File: src/rtl/ssp_pkg.sv
package ssp_pkg;
  localparam logic [3:0] M_DIV4  = 4'd0;
  localparam logic [3:0] M_DIV16 = 4'd1;
  localparam logic [3:0] M_DIV64 = 4'd2;
  localparam logic [3:0] M_TMR   = 4'd3;
  localparam logic [3:0] S_SEL   = 4'd4;
  localparam logic [3:0] S_FREE  = 4'd5;

  // clock cycles in one half-period of the master serial clock
  function automatic int half_cycles(logic [3:0] m);
    case (m)
      M_DIV16: return 8;
      M_DIV64: return 32;
      default: return 2;
    endcase
  endfunction

  function automatic logic mode_master(logic [3:0] m);
    return m <= M_TMR;
  endfunction

  function automatic logic mode_slave(logic [3:0] m);
    return (m == S_SEL) || (m == S_FREE);
  endfunction

  // is edge index k a sampling event
  function automatic logic sample_edge(int k, logic cpha, logic smp, int last);
    logic odd;
    odd = cpha ^ smp;
    if ((k % 2 == 1) != odd) return 1'b0;
    if (cpha && smp) return k >= 2;
    return k < last;
  endfunction

  // is edge index k a data-out change event
  function automatic logic shift_edge(int k, logic cpha, int last);
    return ((k % 2 == 0) == cpha) && (k >= 1) && (k <= last - 2);
  endfunction
endpackage

File: src/rtl/ssp_tick_gen.sv
module ssp_tick_gen
  import ssp_pkg::*;
#(
  parameter int MAX_HALF = 32
) (
  input  logic       clk,
  input  logic       rst_n,
  input  logic       run,
  input  logic [3:0] mode,
  input  logic       tmr_tick,
  output logic       tick
);
  localparam int DIV_W = $clog2(MAX_HALF);

  logic [DIV_W-1:0] cnt;
  logic [DIV_W-1:0] lim;
  logic             use_tmr;

  always_comb begin
    use_tmr = (mode == M_TMR);
    lim     = DIV_W'(half_cycles(mode) - 1);
    tick    = run && (use_tmr ? tmr_tick : (cnt == lim));
  end

  always_ff @(posedge clk or negedge rst_n) begin
    if (!rst_n)                     cnt <= '0;
    else if (!run || tick || use_tmr) cnt <= '0;
    else                            cnt <= cnt + 1'b1;
  end

  AST_TICK_GAP: assert property (@(posedge clk) disable iff (!rst_n)
    run && !use_tmr && tick |=> !tick);
endmodule

File: src/rtl/ssp_engine.sv
module ssp_engine
  import ssp_pkg::*;
#(
  parameter int DATA_W = 8,
  parameter int SYNC_N = 2
) (
  input  logic              clk,
  input  logic              rst_n,
  input  logic [3:0]        mode,
  input  logic              cpol,
  input  logic              cpha,
  input  logic              smp,
  input  logic              load,
  input  logic [DATA_W-1:0] load_data,
  input  logic              tick,
  input  logic              sck_i,
  input  logic              sdi_i,
  input  logic              ss_n_i,
  output logic              run,
  output logic              sck_o,
  output logic              sdo_o,
  output logic              sdo_oe,
  output logic              busy,
  output logic              done,
  output logic [DATA_W-1:0] rx_data
);
  localparam int LAST  = 2 * DATA_W;
  localparam int CNT_W = $clog2(LAST + 1);

  logic master, slave, deselect, start, ev, sample_now, shift_now, in_bit;
  logic sck_s, sdi_s, ss_s, sck_prev, sck_r;
  logic [SYNC_N-1:0] sck_sync, sdi_sync, ss_sync;
  logic [CNT_W-1:0]  edge_cnt;
  logic [DATA_W-1:0] tx_q, rx_q;

  // input synchronizers for slave operation
  always_ff @(posedge clk or negedge rst_n) begin
    if (!rst_n) begin
      sck_sync <= '0;
      sdi_sync <= '0;
      ss_sync  <= '1;
      sck_prev <= 1'b0;
    end else begin
      sck_sync <= {sck_sync[SYNC_N-2:0], sck_i};
      sdi_sync <= {sdi_sync[SYNC_N-2:0], sdi_i};
      ss_sync  <= {ss_sync[SYNC_N-2:0], ss_n_i};
      sck_prev <= sck_s;
    end
  end

  always_comb begin
    sck_s      = sck_sync[SYNC_N-1];
    sdi_s      = sdi_sync[SYNC_N-1];
    ss_s       = ss_sync[SYNC_N-1];
    master     = mode_master(mode);
    slave      = mode_slave(mode);
    deselect   = (mode == S_SEL) && ss_s;
    start      = load && master;
    ev         = master ? (run && tick) : (slave && !deselect && (sck_s != sck_prev));
    sample_now = ev && sample_edge(int'(edge_cnt), cpha, master ? smp : 1'b0, LAST);
    shift_now  = ev && shift_edge(int'(edge_cnt), cpha, LAST);
    done       = ev && (master ? (edge_cnt == CNT_W'(LAST)) : (edge_cnt == CNT_W'(LAST - 1)));
    in_bit     = master ? sdi_i : sdi_s;
    rx_data    = sample_now ? {rx_q[DATA_W-2:0], in_bit} : rx_q;
    busy       = run || (edge_cnt != '0);
    sck_o      = run ? sck_r : cpol;
    sdo_o      = tx_q[DATA_W-1];
    sdo_oe     = master || (slave && !deselect);
  end

  always_ff @(posedge clk or negedge rst_n) begin
    if (!rst_n) begin
      run      <= 1'b0;
      edge_cnt <= '0;
      sck_r    <= 1'b0;
      tx_q     <= '0;
      rx_q     <= '0;
    end else begin
      if (!master || done) run <= 1'b0;
      else if (start)      run <= 1'b1;

      if (!(master || slave) || deselect || done || start) edge_cnt <= '0;
      else if (ev)                                         edge_cnt <= edge_cnt + 1'b1;

      if (start)                                             sck_r <= cpol;
      else if (master && ev && (edge_cnt < CNT_W'(LAST)))    sck_r <= ~sck_r;

      if (load)           tx_q <= load_data;
      else if (shift_now) tx_q <= {tx_q[DATA_W-2:0], 1'b0};

      rx_q <= rx_data;
    end
  end

  AST_SCK_TOGGLE: assert property (@(posedge clk) disable iff (!rst_n)
    master && run && tick && (edge_cnt < CNT_W'(LAST)) |=> sck_o != $past(sck_o));
  AST_DONE_IDLE: assert property (@(posedge clk) disable iff (!rst_n)
    done |=> !busy);
  AST_DESELECT: assert property (@(posedge clk) disable iff (!rst_n)
    deselect |=> !busy);
  AST_OFF_IDLE: assert property (@(posedge clk) disable iff (!rst_n)
    !master && !slave |=> !busy);
endmodule

File: src/rtl/sync_serial_port.sv
module sync_serial_port #(
  parameter int DATA_W   = 8,
  parameter int SYNC_N   = 2,
  parameter int MAX_HALF = 32
) (
  input  logic              clk,
  input  logic              rst_n,
  input  logic [3:0]        cfg_mode,
  input  logic              cfg_cpol,
  input  logic              cfg_cpha,
  input  logic              cfg_smp,
  input  logic              wr_en,
  input  logic [DATA_W-1:0] wr_data,
  input  logic              rd_en,
  output logic [DATA_W-1:0] rd_data,
  input  logic              flags_clr,
  output logic              buf_full,
  output logic              wcol,
  output logic              rov,
  output logic              busy,
  input  logic              tmr_tick,
  output logic              sck_o,
  input  logic              sck_i,
  input  logic              sdi_i,
  output logic              sdo_o,
  output logic              sdo_oe,
  input  logic              ss_n_i
);
  logic              run, tick, done, wr_ok, wr_hit;
  logic [DATA_W-1:0] rx_data, buf_q;

  assign wr_ok   = wr_en && !busy;
  assign wr_hit  = wr_en && busy;
  assign rd_data = buf_q;

  ssp_tick_gen #(.MAX_HALF(MAX_HALF)) u_tick (
    .clk(clk), .rst_n(rst_n), .run(run), .mode(cfg_mode),
    .tmr_tick(tmr_tick), .tick(tick)
  );

  ssp_engine #(.DATA_W(DATA_W), .SYNC_N(SYNC_N)) u_eng (
    .clk(clk), .rst_n(rst_n), .mode(cfg_mode), .cpol(cfg_cpol),
    .cpha(cfg_cpha), .smp(cfg_smp), .load(wr_ok), .load_data(wr_data),
    .tick(tick), .sck_i(sck_i), .sdi_i(sdi_i), .ss_n_i(ss_n_i),
    .run(run), .sck_o(sck_o), .sdo_o(sdo_o), .sdo_oe(sdo_oe),
    .busy(busy), .done(done), .rx_data(rx_data)
  );

  always_ff @(posedge clk or negedge rst_n) begin
    if (!rst_n) begin
      buf_q    <= '0;
      buf_full <= 1'b0;
      wcol     <= 1'b0;
      rov      <= 1'b0;
    end else begin
      if (done && (!buf_full || rd_en)) buf_q <= rx_data;

      if (done)       buf_full <= 1'b1;
      else if (rd_en) buf_full <= 1'b0;

      if (wr_hit)         wcol <= 1'b1;
      else if (flags_clr) wcol <= 1'b0;

      if (done && buf_full && !rd_en) rov <= 1'b1;
      else if (flags_clr)             rov <= 1'b0;
    end
  end

  AST_WCOL_SET: assert property (@(posedge clk) disable iff (!rst_n)
    wr_en && busy |=> wcol);
  AST_ROV_HOLD: assert property (@(posedge clk) disable iff (!rst_n)
    done && buf_full && !rd_en |=> rov && $stable(rd_data));
  AST_RD_CLEARS: assert property (@(posedge clk) disable iff (!rst_n)
    rd_en && !done |=> !buf_full);
  AST_DONE_FULL: assert property (@(posedge clk) disable iff (!rst_n)
    done |=> buf_full);
endmodule

File: config.mk
export PLATFORM = sky130hd
export DESIGN_NAME = sync_serial_port
export DESIGN_NICKNAME = d
export VERILOG_FILES = /design/src/rtl/ssp_pkg.sv /design/src/rtl/ssp_tick_gen.sv /design/src/rtl/ssp_engine.sv /design/src/rtl/sync_serial_port.sv
export SDC_FILE = /design/constraint.sdc
export NUM_CORES = 1
export LEC_CHECK = 0
export ABC_AREA = 1
export CAP_MARGIN = 10
export CORE_ASPECT_RATIO = 0.8
export CORE_MARGIN = 1
export CORE_UTILIZATION = 55
export CTS_CLUSTER_DIAMETER = 100
export DETAILED_ROUTE_END_ITERATION = 6
export PLACE_DENSITY = 0.8
export SYNTH_ARGS = -nofsm -noshare
export SYNTH_HDL_FRONTEND = slang
export SYNTH_SLANG_ARGS = --single-unit
File: constraint.sdc
create_clock -name clk -period 5.28 [get_ports clk]
set_input_delay 0.792 -clock clk [delete_from_list [all_inputs] [get_ports clk]]
set_output_delay 0.792 -clock clk [all_outputs]
set_load 0.03 [all_outputs]
* Word-level counts from Yosys, hierarchy flattened
Index checks and enable logic that the tools add are counted.
W data, S select, Z words.
** Storage, ports and cells
- Flip-flop bits (word level) :: 46
- Word-level logic and storage cells :: 111
- Bits of input ports :: 24
** Cells by class
- Order comparisons :: 6
- Reductions and logical operators :: 46
- Mux-type cells :: 29
- Bitwise logic cells :: 2
- Add/sub/neg operators :: 3
- Equality and inequality tests :: 11
** Operator list (number)
- $logic_not A32 Y1 :: 1
- $mux W8 :: 3
- $mux W1 :: 22
- $logic_and A1 B1 Y1 :: 19
- $mux W5 :: 3
- $reduce_bool A2 Y1 :: 7
- $logic_or A1 B1 Y1 :: 11
- $add A5 B1 Y5 const B :: 2
- $lt A5 B5 Y1 const B :: 2
- $eq A4 B2 Y1 const B :: 2
- $eq A4 B3 Y1 const B :: 2
- $pmux W4 S2 :: 1
- $logic_not A1 Y1 :: 7
- $eq A5 B4 Y1 const B :: 1
- $eq A5 B5 Y1 :: 1
- $eq A5 B5 Y1 const B :: 1
- $ge A5 B1 Y1 const B :: 1
- $ge A5 B2 Y1 const B :: 1
- $le A5 B4 Y1 const B :: 1
- $reduce_bool A5 Y1 :: 1
- $sub A5 B1 Y5 const B :: 1
- $eq A4 B1 Y1 const B :: 1
- $le A4 B2 Y1 const B :: 1
- $ne A1 B1 Y1 :: 2
- 3 further kinds :: 3

* Longest topological paths before layout
Gate-level depths: netlist of the first run.
- Depth in word-level cells :: 12
- Gate-level depth with buffers :: 14

* By module
Synthesis of the first run repeated with hierarchy kept, for this count alone.
** Unflattened totals
- Cells, all modules :: 291
- Area total of the unflattened synthesis :: 2462.4 µm²
** By module, submodules not included
- ssp_engine :: cells an instance 194, instances 1, area each 1595.3 µm²
- sync_serial_port :: cells an instance 49, instances 1, area each 519.2 µm²
- ssp_tick_gen :: cells an instance 48, instances 1, area each 347.8 µm²

* Least setup slack after synthesis of the first run
No wires, ideal clock.
- Path type :: input port to flip-flop
- From :: input cfg_mode[2]
- To :: register buf_q[0], in the netlist rd_data[0]
- Buffers on the path :: 0
- Stages :: 10
- Arrival time :: 2.402 ns
- Path slack :: 2.813 ns
- Cells stage by stage :: nor2_4 -> inv_1 -> nor2_1 -> ha_1 -> xor2_1 -> a211oi_2 -> nand2_2 -> nand2_1 -> nand3_1 -> nand2_1
** Between the ends
- Longest elaborated chain between the ends :: 10
- Elaborated cells on any way between the ends :: 34
** RTL lines
- start: declaration :: RTL line sync_serial_port.sv:8 : input logic [3:0] cfg_mode,
- $eq A4 B2 Y1 or $eq A4 B1 Y1 (tied branches) :: RTL line ssp_pkg.sv:11 : case (m)
- $pmux W4 S2 :: RTL line ssp_pkg.sv:11
- $sub A5 B1 Y5 :: RTL line ssp_tick_gen.sv:21 : lim = DIV_W'(half_cycles(mode) - 1);
- $eq A5 B5 Y1 :: RTL line ssp_tick_gen.sv:22 : tick = run && (use_tmr ? tmr_tick : (cnt == lim));
- $mux W1 :: RTL line ssp_tick_gen.sv:22
- $logic_and A1 B1 Y1 :: RTL line ssp_tick_gen.sv:22
- $logic_and A1 B1 Y1 :: RTL line ssp_engine.sv:59 : ev = master ? (run && tick) : (slave && !deselect && (sck_s != sck_prev));
- $mux W1 :: RTL line ssp_engine.sv:59
- $logic_and A1 B1 Y1 (on tied branches) :: RTL line ssp_engine.sv:60, ssp_engine.sv:62
- $mux W8 or $logic_and A1 B1 Y1 (tied branches) :: RTL line ssp_engine.sv:64, sync_serial_port.sv:56
- end signal: assignment :: RTL line sync_serial_port.sv:56 : if (done && (!buf_full || rd_en)) buf_q <= rx_data;
- end: declaration :: RTL line sync_serial_port.sv:30 : logic [DATA_W-1:0] rx_data, buf_q;
Several ways; a longest one is shown, not always the timed one. The select of a mux whose other input is x is not followed.
A chain may end at the register's enable or synchronous reset.

* Final worst setup path of the first run
- From :: input cfg_mode[1]
- To :: output sdo_oe
** Between the ends
- Longest elaborated chain between the ends :: 5
- Elaborated cells on any way between the ends :: 8
** RTL lines
- $eq A4 B3 Y1 :: RTL line ssp_pkg.sv:23, ssp_engine.sv:57
- $logic_and A1 B1 Y1 :: RTL line ssp_engine.sv:57 : deselect = (mode == S_SEL) && ss_s;
- $logic_not A1 Y1 :: RTL line ssp_engine.sv:68 : sdo_oe = master || (slave && !deselect);
- $logic_and A1 B1 Y1 :: RTL line ssp_engine.sv:68
- $logic_or A1 B1 Y1 * :: RTL line ssp_engine.sv:68
- end: declaration :: RTL line sync_serial_port.sv:26 : output logic sdo_oe,
Every way passes the cells marked *; elsewhere a longest branch is shown, timed or not.

==> results of run 1 <==
## routing by layer
layer / GRT usage / routed length, um / vias up
met2: 0.381 / 2130 / 61
met4: 0.0714 / 21 / 0
met5: 0 / 0 / -
met1: 0.303 / 2310 / 862
met3: 0.0563 / 325 / 2
li1: - / - / 961
## state kept, by name, indices dropped and copies added (netlist names)
register and flops:
buf_full 1, rd_data 8, rov 1, u_eng.edge_cnt 5, u_eng.run 1, u_eng.rx_q 8, u_eng.sck_prev 1, u_eng.sck_r 1
u_eng.sck_sync 2, u_eng.sdi_sync 2, u_eng.ss_sync 2, u_eng.tx_q 8, u_tick.cnt 5, wcol 1
## cell families (layout without fill, tap and decap cells)
| group | count (synthesis) | in the layout | synth area share |
|---|---|---|---|
| adders and majority gates | 7 | 7 | 0.0360 |
| buffers and inverters | 45 | 88 | 0.0787 |
| muxes | 1 | 1 | 0.00412 |
| xor gates and xnor gates | 4 | 4 | 0.0144 |
| and+or+nand+nor | 144 | 144 | 0.308 |
| DFF | 46 | 46 | 0.475 |
| AOI/OAI and AO/OA | 31 | 31 | 0.0844 |
## final timing paths
| path | startpoint | slack, ps | end | cells past startpoint |
|---|---|---|---|---|
| worst min-delay path | u_eng.sck_sync[0]$_DFF_PN0_ | 350 | u_eng.sck_sync[1]$_DFF_PN0_ | 0 |
| min in group asynchronous | rst_n | 650 | u_eng.sck_r$_DFFE_PN0P_ | 1 |
| worst max-delay path | cfg_mode[1] | 2120 | sdo_oe | 7 |
| max in group asynchronous | rst_n | 4000 | rd_data[0]$_DFFE_PN0P_ | 1 |
| worst max register to register | u_eng.edge_cnt[0]$_DFFE_PN0P_ | 3020 | rd_data[2]$_DFFE_PN0P_ | 9 |
| worst min register to register | u_eng.sck_sync[0]$_DFF_PN0_ | 350 | u_eng.sck_sync[1]$_DFF_PN0_ | 0 |
## cell type report
class / count / area, um2
Clock buffer: 5 / 68.8
Clock inverter: 3 / 43.8
Fill cell: 348 / 1250
Inverter: 42 / 158
Multi-Input combinational cell: 187 / 1090
Sequential cell: 46 / 1150
Tap cell: 57 / 71.3
Timing Repair Buffer: 38 / 375
## power by group through the flow
stage / logic, W / registers (W) / clock network [W]
6_report: 0.000134 / 0.000391 / 0.000260
5_1_grt: 0.000150 / 0.000395 / 0.000280
4_1_cts: 0.000136 / 0.000391 / 0.000266
3_5_place_dp: 0.000135 / 0.000398 / 0
3_3_place_gp: 0.000132 / 0.000396 / 0
2_1_floorplan: 0.0000766 / 0.000404 / 0
## cell usage in the layout, fill, tap and decap left out, types with 5 or more instances in the layout
cell / instances
nand2_2: 6
dfrtp_1: 44
nand3_1: 27
inv_1: 38
nor2_1: 19
o21ai_0: 11
ha_1: 7
clkbuf_8: 5
clkdlybuf4s50_1: 37
and2_1: 8
o21ai_2: 6
a21oi_1: 5
nand2_1: 61
## stage by stage
| step | cell area, um2 | hold slack (ps) |
|---|---|---|
| CTS | 2960 | 356 |
| floorplan | 2430 | 331 |
| global route | 2960 | 361 |
| finish | 2960 | 353 |
| detailed placement | 2840 | 335 |
| global placement | 2840 | 332 |
## worst max-delay path: stages
cell             delay [ps]
clkdlybuf4s50_1         570
nor2_1                   70
nand3_1                  80
inv_1                    50
nor2_1                  160
inv_1                    60
clkdlybuf4s50_1         590
==> results.txt, run 1 <==
- The design draws 0.000785 W.
- In the final design database the tool counted 351 nets.
- Post-Place Cells: 370
- The clock arrives with 8.61 ps of skew.
* Final core occ: 0.703
* Sequential cell area fraction in the yosys report: 0.475
- Synth warnings: 0
- Across every metal layer, demand over resource in global routing totals 0.229.
- The clock net in this run drives a total of 46 sinks.
* Maximum count of clock buffers along a single path: 2
- 0 antenna diodes ended up in the layout.
- At the pin with the least slew margin, the transition time is 1000 ps.
- In this run, post-CTS repair resized a total of 0 instances.
- Summed over all nets, the switching power comes to 0.000208 W.
- Of the total power, the share spent switching nets is 0.265.
- Total power divided by cell area: 265 nW/um2
* Post-DR vias/cell: 4.99
* Syn_nets: 309
- Hold_buf cts: 0
- Die Area: 4690 um2
* GRT overflow: 0
- Cell-internal power: 0.000577 W
- The flow ran to the end, and the final reports show no timing, DRC or antenna violations.
- Yosys mapped the design onto 37 distinct sky130hd cell types.
- Num ports: 39
- VDD sags by at most 0.247 mV.
- The final layout contains routed wiring with a total length of 4780 um.
* Clock transition time at the flip-flop clock pins of the worst setup and hold paths: 90 ps
* Initial antenna violation count: 0
* Growth of design area from synthesis to finish: 21.6%
* Core area: 4200 um2
- The die is 76.3 um wide.
- In the synthesized netlist the async set-or-reset flop fraction comes to 1.00.
* Clock latency on the worst-skew pair: 300 ps
- Sorting the synthesized cells by how often they occur yields 61 x nand2_1, 44 x dfrtp_1, 38 x inv_1.
- Total leakage power: 1.40 nW
* Maximum number of pins on one net before global-route repair: 47
- Wire length of the first global-routing pass: 8180 um
* Fraction of power consumed by the clock network: 0.332
- Syn Std Cell Area: 2430 um2
- Required time of the critical path: 4490 ps
* Period utilisation layout: 0.598
* Routed Antenna Nets: 0
* Number of optimization iterations in the first detailed-route pass: 4
- Yosys attributes the largest share of cell area to dfrtp_1 45%, nand2_1 9.4%, inv_1 5.9%, nand3_1 5.6%, ha_1 3.6%.
- Worst Setup Start Kind: input pin
- Starting utilization of the core area: 0.578
* Fmax: 317 MHz
* Number of global-route vias before repair: 1805
* FF+latch count, synth: 46
* Unrepaired setup endpoints after global routing: false
- Once routing completed, OpenROAD measured the worst setup slack at 2120 ps.
- First-iteration detailed-routing DRC count: 132
- Once the clock tree was built, the setup fixing pass inserted 0 buffers.
- Vertical die dimension: 61.5 um
- Number of H-tree branching levels: 2
* Detail-routed net length per standard cell: 12.7 um
* Arrival time worst endpoint: 2360 ps
* Most instantiated library cell after synthesis: nand2_1
- TritonCTS created 5 clock buffers.
- Root buf cell: clkbuf_8
* Kind of end point of the critical path: output port
* Final hold vios: 0
* Pre-CTS worst setup slack: 1880 ps
- Fraction of layout cells with a size suffix above 1: 0.143
- Of the total power, combinational logic draws 0.171.
- In this run the worst path has a maximum fanout of 5.
- After technology mapping, the gate count stands at 278.
- Proportion of netlist area held by the largest area contributor: 0.453
- Number of standard cells in the final layout excluding fillers: 378
- Adding up every negative setup slack in the final design gives 0 ps.
- Across the run, the number of max-cap violations was 0.
- The largest total area in the synthesized netlist belongs to dfrtp_1.
* Relative max-transition margin: 0.330
- Category of the critical setup timing path: input pin to output port
- Each instance of the synthesized netlist takes up on average 8.74 um2.
- Via count: 1886
* Total of buffers placed on input and output ports: 38
- For this run, design rule violations remaining after detail routing come to 0.
- Among all flip-flop cells after synthesis, the most frequent one is dfrtp_1.
- Routability-driven placement finished with a final weighted congestion of 0.801.
- In this run the core area contains 21 standard-cell rows.
- Endpoints failing setup: 0
- After legalization and detailed placement, the total HPWL measured 3600 um.
- The synthesized design contains 0 enable-type register cells.
- Final critical-path required period: 3160 ps
* Number of slew-limit violations in the final report: 0
- Path class of the lowest-slack min-delay path: register to register
* TritonCTS clock tree: yes
* Part of the total power dissipated in sequential elements: 0.498
Note: power is estimated with default switching activity, not from simulation.
==> run 2: changes to the inputs <==
Settings changed: CORE_UTILIZATION 55 to 53, PLACE_DENSITY 0.8 to 0.77.
Clock period 5.28 ns to 3.1 ns, I/O delays scaled along.
==> run 2 against run 1 <==
Net effect:
- cell count grew 0.26%
- clock power grew 75%
- sequential power grew 70%
- sequential share of layout area shrank 0.099 points
- total power grew 72%
- global-route usage shrank 0.85 points
- largest cell class unchanged
==> results.txt, run 2 (synthesis results as in run 1) <==
- Outcome: completed
- Setup slack on the worst reg-to-reg path comes out at 840 ps.
* TritonCTS clock tree: yes
* Beginning of the worst register-to-register path: u_eng.edge_cnt[0]$_DFFE_PN0P_
- Fraction of layout cells with a size suffix above 1: 0.146
- Wire length of the first global-routing pass: 8140 um
- Period utilisation layout: 0.808
- Pin placement for this block handled 39 I/O pins.
- IR analysis of the VDD net gives a maximum drop of 0.458 mV.
- Summed over all layers, the global routing overflow is 0.
- The detail route stage leaves a number of antenna-violating nets equal to 0.
- Power spread over the standard cell area amounts to 455 nW/um2.
- Clock-pin slew was measured on the worst setup and hold paths at 90 ps.
- For this run, the total global-route usage over all layers was measured as 0.220.
- Total wirelength of the detailed-routed design: 4630 um
* Clock latency on the worst-skew pair: 310 ps
- After routing the design area is 2960 um2.
- Prior to clock tree synthesis, the placed netlist has a worst setup slack of 411 ps.
- The largest individual stage delay along the critical path comes from the cell clkdlybuf4s50_1.
- Derived from the worst setup path, the maximum achievable clock frequency is 399 MHz.
- The clock tree synthesis step divided the H-tree into 2 levels.
- Cell area reported after detailed placement: 2850 um2
- Setup repair after global routing left no endpoint under its margin.
* Growth of design area from synthesis to finish: 21.9%
- The design draws 0.00135 W.
* Post-DP HPWL: 3450 um
- Final #Nets: 352
- In the layout the commonest cells are 61 x nand2_1, 44 x dfrtp_1, 38 x inv_1.
- The number of global-route vias before repair is 1858.
* PnR worst setup slack: 594 ps
- Counting the buffers created by CTS gives 5.
- Maximum count of clock buffers along a single path: 2
- The worst register-to-register path ends at rd_data[4]$_DFFE_PN0P_.
- Root buf cell: clkbuf_8
* Via count: 1868
* Relative max-transition margin: 0.346
* Endpoints failing setup: 0
- The initial utilization of the core area, before any placement, comes to 0.568.
- Entering global routing, the biggest net connects 47 pins.
- Once the clock tree was built, the setup fixing pass inserted 0 buffers.
- Category of the critical setup timing path: input pin to output port
* Row Count: 21
* Arrival time worst endpoint: 2040 ps
* Number of optimization iterations in the first detailed-route pass: 5
* Summed negative setup slack over all endpoints: 0 ps
* Antenna cells: 0
- The congestion estimate from routability-driven global placement came to 0.902.
- Cell count of the worst reg-to-reg path: 9
- Vertical die dimension: 62.6 um
- Clock tree synthesis found a total of 46 sinks.
* Path class of the lowest-slack min-delay path: input pin to asynchronous set/reset pin
- For this block, the initial DRC count from the detailed router was 136.
* Initial antenna violation count: 0
- On the final layout, the worst clock skew is 6.52 ps.
- Most frequent standard cell in the layout excluding fill and tap cells: nand2_1
* Die Area: 4860 um2
* Final hold vios: 0
- The worst setup path is launched from an input pin.
* Hold_buf cts: 0
- The worst path in the final design needs a cycle of 2510 ps, including I/O delays and setup.
- Remaining DRCs: 0
* Kind of end point of the critical path: output port
- Number of slew-limit violations in the final report: 0
* Number of resized instances in the post-cts repair step: 0
- Of all nets on the critical path, the largest fanout is 5.
* Total of buffers placed on input and output ports: 38
* Die Wd: 77.7 um
- Detail-routed net length per standard cell: 12.2 um
- Walking the worst path, the cells encountered are clkdlybuf4s50_1 > nor2_1 > nand3_1 > inv_1 > nor2_1 > inv_1 > clkdlybuf4s50_1.
- STA puts the critical path data required time at 2630 ps.
* Hold slack: 300 ps
- Post-DR vias/cell: 4.93
- Number of stages on the worst setup path: 7
- For the pin with the worst max-slew slack, the measured transition is 981 ps.
* # Max-Cap Violations: 0
- Kind of cell adding the most delay to the critical path: buffers and inverters
- Crit. Startpoint: cfg_mode[1]
* Total leakage power: 1.40 nW
- Core area: 4280 um2
- Critical path's largest stage delay: 590 ps
* CP Buf/Inv Count: 4
## run 2: cell types whose count changed in the layout (fill, tap and decap cells not counted)
cell   previous run  this run
buf_4             0         1
## run 2: how the worst max path moves through the flow
| stage | endpoint | slack, ps |
|---|---|---|
| 6_report | sdo_oe | 590 |
| 3_5_place_dp | rd_data[2]$_DFFE_PN0P_ | 410 |
| 2_1_floorplan | rd_data[0]$_DFFE_PN0P_ | 960 |
| 4_1_cts | sdo_oe | 590 |
| 5_1_grt | sdo_oe | 450 |
| 3_3_place_gp | rd_data[2]$_DFFE_PN0P_ | 480 |
## run 2: worst register-to-register path: stages (launching register included)
cell and delay, ps:
dfrtp_1 490, ha_1 240, inv_1 50, nor2_1 150, ha_1 170, inv_1 40
o21ai_0 490, nand3_2 330, nand2_1 130, nand2_1 60
## run 2: per-layer routing
layer  wire (um)  up-vias  global-route usage
li1            -      959                   -
met1        2200      858               0.274
met2        2130       46               0.361
met3         231        5              0.0701
met4          66        0              0.0778
met5           0        -                   0
## run 2: layout make-up
cell class	instances	area (um2)
clock inverter	3	43.8
tap	57	71.3
multi-input combinational	187	1090
timing repair buffer	39	383
inverter	42	158
clock buffer	5	68.8
fill	345	1320
sequential	46	1150
## run 2: per-stage QoR
stage | cells | util
after CTS | 379 | 0.692
after global routing | 379 | 0.692
final | 379 | 0.692
after global placement | 371 | 0.666
after detailed placement | 371 | 0.666
after floorplan | 278 | -
## run 2: power by group
part,switching (W),internal [W]
Clock,0.000213,0.000242
Sequential,0.0000187,0.000647
Combinational,0.000133,0.0000959
Total,0.000364,0.000984
